===== src/rtl/flash_cmd_decoder.sv =====
module flash_cmd_decoder #(
  parameter int AW = 21,
  parameter int DW = 16,
  parameter int BUSY_CYCLES = 16
) (
  input  logic          clk,
  input  logic          rst_n,
  input  logic          wr_en,
  input  logic [AW-1:0] wr_addr,
  input  logic [DW-1:0] wr_data,
  input  logic          acc_en,
  output logic          op_prog,
  output logic          op_sec_erase,
  output logic          op_chip_erase,
  output logic [AW-1:0] op_addr,
  output logic [DW-1:0] op_data,
  output logic          busy,
  output logic          bypass,
  output logic [7:0]    status
);
  localparam int CW = $clog2(BUSY_CYCLES + 1);

  typedef enum logic [3:0] {
    RD, N_U1, N_U2, N_PS, N_ES, N_EU1, N_EU2,
    B_IDLE, B_PS, B_ES, B_EU1, B_EU2, B_RST
  } st_t;

  st_t st, nxt;
  logic [CW-1:0] cnt;
  logic iss_p, iss_s, iss_c;

  wire [7:0] cmd  = wr_data[7:0];
  wire       a555 = wr_addr[10:0] == 11'h555;
  wire       a2aa = wr_addr[10:0] == 11'h2AA;
  wire       take = wr_en && !busy;

  assign busy   = cnt != '0;
  assign bypass = st >= B_IDLE;
  assign status = busy ? 8'h00 : 8'hFF;

  always_comb begin
    nxt = st;
    iss_p = 1'b0;
    iss_s = 1'b0;
    iss_c = 1'b0;
    if (acc_en && !bypass) nxt = B_IDLE;
    else if (take) begin
      case (st)
        RD:     nxt = (a555 && cmd == 8'hAA) ? N_U1 : RD;
        N_U1:   nxt = (a2aa && cmd == 8'h55) ? N_U2 : RD;
        N_U2:   if (a555 && cmd == 8'hA0) nxt = N_PS;
                else if (a555 && cmd == 8'h80) nxt = N_ES;
                else if (a555 && cmd == 8'h20) nxt = B_IDLE;
                else nxt = RD;
        N_PS:   begin nxt = RD; iss_p = cmd != 8'hF0; end
        N_ES:   nxt = (a555 && cmd == 8'hAA) ? N_EU1 : RD;
        N_EU1:  nxt = (a2aa && cmd == 8'h55) ? N_EU2 : RD;
        N_EU2:  begin
                  nxt = RD;
                  iss_c = a555 && cmd == 8'h10;
                  iss_s = cmd == 8'h30;
                end
        B_IDLE: if (cmd == 8'hA0) nxt = B_PS;
                else if (cmd == 8'h80) nxt = B_ES;
                else if (cmd == 8'h90) nxt = B_RST;
        B_PS:   begin nxt = B_IDLE; iss_p = 1'b1; end
        B_ES:   nxt = (a555 && cmd == 8'hAA) ? B_EU1 : B_IDLE;
        B_EU1:  nxt = (a2aa && cmd == 8'h55) ? B_EU2 : B_IDLE;
        B_EU2:  begin
                  nxt = B_IDLE;
                  iss_c = a555 && cmd == 8'h10;
                  iss_s = cmd == 8'h30;
                end
        B_RST:  nxt = (cmd == 8'h00) ? RD : B_IDLE;
        default: nxt = RD;
      endcase
    end
  end

  always_ff @(posedge clk) begin
    if (!rst_n) begin
      st <= RD;
      cnt <= '0;
      op_prog <= 1'b0;
      op_sec_erase <= 1'b0;
      op_chip_erase <= 1'b0;
      op_addr <= '0;
      op_data <= '0;
    end else begin
      st <= nxt;
      op_prog <= iss_p;
      op_sec_erase <= iss_s;
      op_chip_erase <= iss_c;
      if (iss_p || iss_s || iss_c) begin
        op_addr <= wr_addr;
        cnt <= CW'(BUSY_CYCLES);
      end else if (busy) begin
        cnt <= cnt - 1'b1;
      end
      if (iss_p) op_data <= wr_data;
    end
  end
endmodule


===== config.mk =====
export PLATFORM = sky130hd
export DESIGN_NAME = flash_cmd_decoder
export DESIGN_NICKNAME = d
export VERILOG_FILES = /design/src/rtl/flash_cmd_decoder.sv
export SDC_FILE = /design/constraint.sdc
export NUM_CORES = 1
export LEC_CHECK = 0
export BUFFER_PORTS_ARGS = -buffer_cell sky130_fd_sc_hd__buf_2
export CORE_MARGIN = 2
export CORE_UTILIZATION = 40
export DETAILED_ROUTE_END_ITERATION = 16
export PLACE_DENSITY = 0.7
export RECOVER_POWER = 50
export SLEW_MARGIN = 20
export SYNTH_ARGS = -nofsm -noshare
export SYNTH_HDL_FRONTEND = slang
export SYNTH_SLANG_ARGS = --single-unit

===== constraint.sdc =====
create_clock -name clk -period 2.7 [get_ports clk]
set_clock_uncertainty 0.15 [all_clocks]
set_input_delay 0.54 -clock clk [delete_from_list [all_inputs] [get_ports clk]]
set_output_delay 0.54 -clock clk [all_outputs]
set_load 0.005 [all_outputs]

==> results of run 1 <==
flip-flops by register name (all words and copies together) (netlist names):
name / count
op_addr: 21
op_data: 16
cnt: 5
st: 4
op_chip_erase: 1
op_prog: 1
op_sec_erase: 1
worst reg2reg max path, stage by stage, from the launching register on:
cell and delay [ns]:
dfxtp_1 0.71, a311oi_1 0.32, clkbuf_1 0.23, a221o_1 0.28, a31oi_1 0.16, o221ai_1 0.14
o21a_1 0.19
synthesized netlist by cell type, types with 3 or more instances:
| cell type | number |
|---|---|
| a21oi_1 | 5 |
| a31oi_1 | 4 |
| buf_4 | 7 |
| buf_6 | 3 |
| clkbuf_1 | 11 |
| dfxtp_1 | 49 |
| inv_1 | 6 |
| mux2i_1 | 37 |
| nand2_1 | 10 |
| nand2b_1 | 4 |
| nand3_1 | 4 |
| nand4_1 | 5 |
| nand4b_1 | 3 |
| nor2_1 | 47 |
| nor2b_1 | 3 |
| nor3_1 | 11 |
| nor4_1 | 7 |
| nor4bb_1 | 4 |
| o31ai_1 | 3 |
| xnor2_1 | 3 |
through the flow:
step / total power, mW / area [um2] / hold WS (ns) / cells
2_1_floorplan: 1.35 / 2430 / 0.335 / 268
3_3_place_gp: 1.48 / 2930 / 0.319 / 420
3_5_place_dp: 1.49 / 2930 / 0.326 / 420
4_1_cts: 1.95 / 3020 / 0.303 / 428
5_1_grt: 2.05 / 2980 / 0.324 / 428
6_report: 1.90 / 2980 / 0.311 / 428
area by class of cell:
class                           instances  area (um2)
Fill cell                             582        2910
Multi-Input combinational cell        189        1280
Sequential cell                        49         981
Timing Repair Buffer                  100         505
Tap cell                               75        93.8
Clock buffer                            5        68.8
Inverter                                7        26.3
Clock inverter                          3        25.0
report_power, final:
group / internal (mW) / switching, mW
Clock: 0.189 / 0.263
Sequential: 0.773 / 0.0646
Combinational: 0.295 / 0.317
Total: 1.26 / 0.645
cell families after synthesis:
| family | count (synthesis) |
|---|---|
| simple gates | 115 |
| flops | 49 |
| mux | 37 |
| compound gates | 31 |
| buf+inv | 30 |
| xor+xnor | 4 |
| fa+ha+maj | 2 |
placed cells by master (no fill, tap or decap), types with 2 or more instances in the layout:
cell      Yosys  layout
a21oi_1       5       5
a311oi_1      1       2
a31oi_1       4       4
and2_1        2       2
and3_1        2       2
buf_2         1      69
buf_4         7       7
clkbuf_1     11      22
clkbuf_8      0       5
dfxtp_1      49      49
ha_1          2       2
inv_1         6       6
inv_6         0       2
mux2i_1      37      37
nand2_1      10      10
nand2b_1      4       4
nand3_1       4       4
nand4_1       5       5
nand4b_1      3       3
nor2_1       47      47
nor2b_1       3       3
nor3_1       11      11
nor3b_1       2       2
nor4_1        7       7
nor4bb_1      4       4
o21ai_1       2       2
o22ai_1       2       2
o31a_1        2       2
o31ai_1       3       3
or4_1         2       2
xnor2_1       3       3
final timing paths:
| check | from | cells after the start | to |
|---|---|---|---|
| min reg2reg | op_addr[14]$_SDFFE_PN0P_ | 2 | op_addr[14]$_SDFFE_PN0P_ |
| max reg2reg | st[0]$_SDFFE_PN0P_ | 6 | st[2]$_SDFFE_PN0P_ |
| min | wr_addr[19] | 3 | op_addr[19]$_SDFFE_PN0P_ |
| max | wr_data[0] | 7 | cnt[4]$_SDFFE_PN0P_ |
layer usage:
metal	routed length, um	share of wire, %
met5	0	0
met4	84	1.4
met3	462	7.8
met2	2730	46
met1	2610	44
==> metrics.md, run 1 <==
| Metric | Value |
|---|---|
| Synth Area in Compound Gates | `9.27%` |
| Area grow syn2layout | `22.7%` |
| Buf/Inv on CP | `2` |
| Nets@finish | `395` |
| Worst slack, placed | `between 0.04 and 0.05 ns` |
| CP Class | `input pin to register` |
| TritonCTS Sinks | `49` |
| Htree depth | `2` |
| Largest cells by area after synthesis | `dfxtp_1, mux2i_1, nor2_1` |
| Final min period | `2.34 ns` |
| Synthesized area | `0.00243 mm2` |
| Simple-Gate Fraction of Synth Area | `25.5%` |
| GRT met1 Usage | `around a quarter` |
| Cell taking the most area after synthesis | `dfxtp_1` |
| Critical path peak fanout | `26` |
| Crit-path slowest cell | `or4_1` |
| Chip Width | `about 82 um` |
| Final Setup Violations | `0` |
| #FFs+latches synth | `49` |
| Antenna violations before repair | `0` |
| Post-Syn Nets | `~310` |
| Least-Margin Pin Slew | `0.671 ns` |
| Drt drc | `0` |
| Final worst setup slack | `about 0.36 ns` |
| Total Neg Setup Slack | `0 ns` |
| Pwr Density | `638 mW/mm2` |
| Flop2flop setup slack | `0.42 ns` |
| Global placer's final weighted congestion | `0.975` |
| Clk slew on worst S/H paths | `0.10 ns` |
| WP data arrival | `2.39 ns` |
| Startpoint types | `input pin` |
| Root Buffer | `clkbuf_8` |
| Grt peak-use layer | `met2` |
| Vias in the first global route | `2079` |
| Critical Path RT | `~2.8 ns` |
| Yosys cell types | `53` |
| RSZ-0062 raised after global routing | `false` |
| Starting density of the core | `41.3%` |
| Post-synthesis adder-cell area fraction | `1.03%` |
| TritonCTS clock tree | `built` |
| Wire per inst | `13.8 um` |
| Status | `finished clean` |
| Post-Route WL | `5.89 mm` |
| Largest delay share family, worst path | `compound AO/OA/AOI/OAI gates` |
| 1st-pass router iterations | `4` |
| Slew HR | `54.9%` |
| Pin count of the biggest net entering global routing | `44` |
| Hold_buf cts | `0` |
| Hold crit path type | `input pin to register` |
| Share of cells above drive strength 1 | `25.5%` |
| Final core utilization | `between 50% and 60%` |
| GR Util All Layers | `18.6%` |
| Antenna Cells | `0` |
| DR iter-0 viols | `130` |
| Post-synth EDFFs | `0` |
| Cells after synthesis | `268` |
| Congestion Overflow GR | `0` |
| Crit path largest cell delay | `0.59 ns` |
| Final ANT Viol Nets | `0` |
| Post-synthesis async set-or-reset flop share | `0%` |
| Core area | `0.00589 mm2` |
| Met3 Use GR | `4.62%` |
| Number of vias per cell | `5.31` |
| Post-CTS setup buffer count | `0` |
| CP endpoint kind | `register` |
| Pins Over Slew Limit | `0` |
| Fmax achieved | `approximately 430 MHz` |
| Number of top-level pins | `around 90` |
| Post-synthesis xor/xnor area fraction | `under 10%` |
| Top FF cell, synth | `dfxtp_1` |
| Max Root-Sink Buffers | `2` |
| Top-area cell type share of the netlist area | `roughly 40%` |
| Largest family of logic cells by synthesized area | `simple AND/OR/NAND/NOR gates` |
| # rows | `28` |
| Max cap viols | `0` |
| Vias | `2273` |
| Die height | `between 80 and 90 um` |
| Peak supply drop | `0.000345 V` |
| Mux contribution to synthesized area | `15.2%` |
| Worst path cell trace | `clkbuf_1, or4_1, o2111ai_1, a211oi_4, a41o_1, buf_12, o31a_1` |
| Die area | `around 0.0067 mm2` |
| Met2 Usage GRT | `29.6%` |
| CTS Buf Count | `5` |
| Final Hold Fails | `0` |
| HPWL Detailed | `between 4 and 5 mm` |
| Leakage | `1.18 nW` |
| Global-route wire length before repair | `9.67 mm` |
| Mean area per synthesized cell | `9.06 um2` |
| Final Cycle Share | `86.5%` |
| Sequential element share of the synthesized area | `~40%` |
| Skew-Pair Late Insertion Delay | `about 0.30 ns` |
| Port buffer count | `90` |
| YS warnings | `0` |
| Number of gates resized after cts | `0` |
Power figures use the tool's default switching activity.
==> run 2: changes to the inputs <==
--- a/config.mk
+++ b/config.mk
@@ -9,7 +9,7 @@
 export CORE_MARGIN = 2
 export CORE_UTILIZATION = 40
 export DETAILED_ROUTE_END_ITERATION = 16
-export PLACE_DENSITY = 0.7
+export PLACE_DENSITY_LB_ADDON = 0.1
 export RECOVER_POWER = 50
 export SLEW_MARGIN = 20
 export SYNTH_ARGS = -nofsm -noshare
==> constraint.sdc (replaced) <==
create_clock -name clk -period 2.3 [get_ports clk]
set_clock_uncertainty 0.15 [all_clocks]
set_input_delay 0.46 -clock clk [delete_from_list [all_inputs] [get_ports clk]]
set_output_delay 0.46 -clock clk [all_outputs]
set_load 0.005 [all_outputs]
==> run 2 against run 1 <==
First-iteration DRC count is 20% higher; sequential power rose by 18%; total power is 23% higher; cell area rose by 5.2%; utilization is 2.6 points higher; flip-flop and latch count unchanged; wire length increased by 2.7%; critical path type is now register to register.
==> metrics.md, run 2 (synthesis results as in run 1) <==
| Metric | Value |
|---|---|
| Post-Route WL | `between 6 and 7 mm` |
| Skew-Pair Late Insertion Delay | `just over 0.3 ns` |
| Commonest non-fill, non-tap cells in the layout | `buf_2, dfxtp_1, nor2_1` |
| Final core utilization | `53.3%` |
| Fmax achieved | `between 400 and 500 MHz` |
| TritonCTS clock tree | `built` |
| Hold_buf cts | `0` |
| Congestion Overflow GR | `0` |
| Antenna violations before repair | `0` |
| Global-route wire length before repair | `9.55 mm` |
| Multi-input gate area | `0.00131 mm2` |
| Final Cycle Share | `96.9%` |
| Power, Total | `2.33 mW` |
| Final worst setup slack | `just over 0.07 ns` |
| Status | `finished clean` |
| Die height | `81.9 um` |
| Final ANT Viol Nets | `0` |
| Pins Over Slew Limit | `0` |
| Commonest non-fill, non-tap cell in the layout | `buf_2` |
| Final Hold Fails | `0` |
| Die area | `0.00671 mm2` |
| Wire per inst | `13.7 um` |
| Final Setup Violations | `0` |
| Chip Width | `81.9 um` |
| Nets@finish | `410` |
| Startpoint types | `register` |
| CP endpoint kind | `register` |
| Pin count of the biggest net entering global routing | `28` |
| Leakage | `~1.3 nW` |
| Share of cells above drive strength 1 | `29.9%` |
| Vias in the first global route | `2076` |
| Tightest hold margin | `between 0.2 and 0.25 ns` |
| TritonCTS Sinks | `49` |
| Peak supply drop | `0.000700 V` |
| Fillcell total | `585` |
| RSZ-0062 raised after global routing | `false` |
| Critical Path RT | `between 2 and 2.5 ns` |
| Largest register by flop count | `op_addr` |
| Total Neg Setup Slack | `0 ns` |
| HPWL Detailed | `around 4.5 mm` |
| Hold crit path type | `input pin to register` |
| 1st-pass router iterations | `4` |
| Final min period | `2.23 ns` |
| DR iter-0 viols | `156` |
| Seq. cell area | `roughly 1000 um2` |
| Worst slack, placed | `-0.200 ns` |
| WP data arrival | `roughly 2.3 ns` |
| Max Root-Sink Buffers | `2` |
| Global placer's final weighted congestion | `0.889` |
| GR Util All Layers | `roughly 18%` |
| Number of top-level pins | `91` |
| Drt drc | `0` |
| CTS Buf Count | `5` |
| Root Buffer | `clkbuf_8` |
| Slew HR | `60.7%` |
| Htree depth | `2` |
| # rows | `28` |
| CP Class | `register to register` |
| Cells on worst reg2reg path | `6` |
| Biggest regs | `op_addr: 21 flops, op_data: 16 flops, cnt: 5 flops` |
| Vias | `2275` |
| Core area | `0.00589 mm2` |
| Hold path depth | `3` |
| Least-Margin Pin Slew | `0.589 ns` |
| Area grow syn2layout | `29.1%` |
| Max FFs per register | `21` |
| Number of vias per cell | `5.14` |
| Port buffer count | `90` |
| Critical path peak fanout | `11` |
| Antenna Cells | `0` |
| Pwr Density | `744 mW/mm2` |
| Clk slew on worst S/H paths | `~0.11 ns` |
| Starting density of the core | `41.3%` |
| Max cap viols | `0` |
## run 2: worst paths after layout
path                                               from  slack (ns)                       end
worst max-delay path                 st[2]$_SDFFE_PN0P_        0.07       cnt[4]$_SDFFE_PN0P_
worst min-delay path                        wr_addr[19]        0.23  op_addr[19]$_SDFFE_PN0P_
worst max register to register       st[2]$_SDFFE_PN0P_        0.07       cnt[4]$_SDFFE_PN0P_
worst min register to register  op_addr[2]$_SDFFE_PN0P_        0.35   op_addr[2]$_SDFFE_PN0P_
## run 2: final cells by class
class,count,area share (%)
clock inverters,3,0.918
clock buffers,5,2.20
repair buffers,115,19.8
multi-input cells,189,41.9
flip-flops and latches,49,31.3
well taps,75,2.99
inverters,7,0.838
## run 2: power by group
| part | internal, mW | leakage (nW) | switching, mW |
|---|---|---|---|
| clock network | 0.228 | 0.0506 | 0.327 |
| logic | 0.398 | 0.806 | 0.394 |
| registers | 0.909 | 0.397 | 0.0762 |
## run 2: per-layer routing
metal | GRT usage [%] | up-vias | routed length, um
met5 | 0 | - | 0
met4 | 5.33 | 0 | 40
met3 | 5.27 | 5 | 421
met2 | 29.9 | 75 | 2850
met1 | 23.5 | 1044 | 2740
li1 | - | 1151 | -
## run 2: timing repair
item,in CTS,in global routing
gates resized for setup,0,1
endpoints found under the hold margin,0,0
setup buffers,0,1
endpoints found under the setup margin,0,21
## run 2: critical path, stage by stage (launching register included)
cell and delay, ns:
dfxtp_1 0.44, a311oi_2 0.62, a211oi_4 0.08, a41o_1 0.27, clkbuf_4 0.15, buf_4 0.14, o31a_1 0.28
## run 2: stage by stage
stage                     cell area [um2]  std cells
after detailed placement             3050        434
after global placement               3050        434
final                                3130        443
after floorplan                      2460        268
after global routing                 3130        443
after CTS                            3150        442
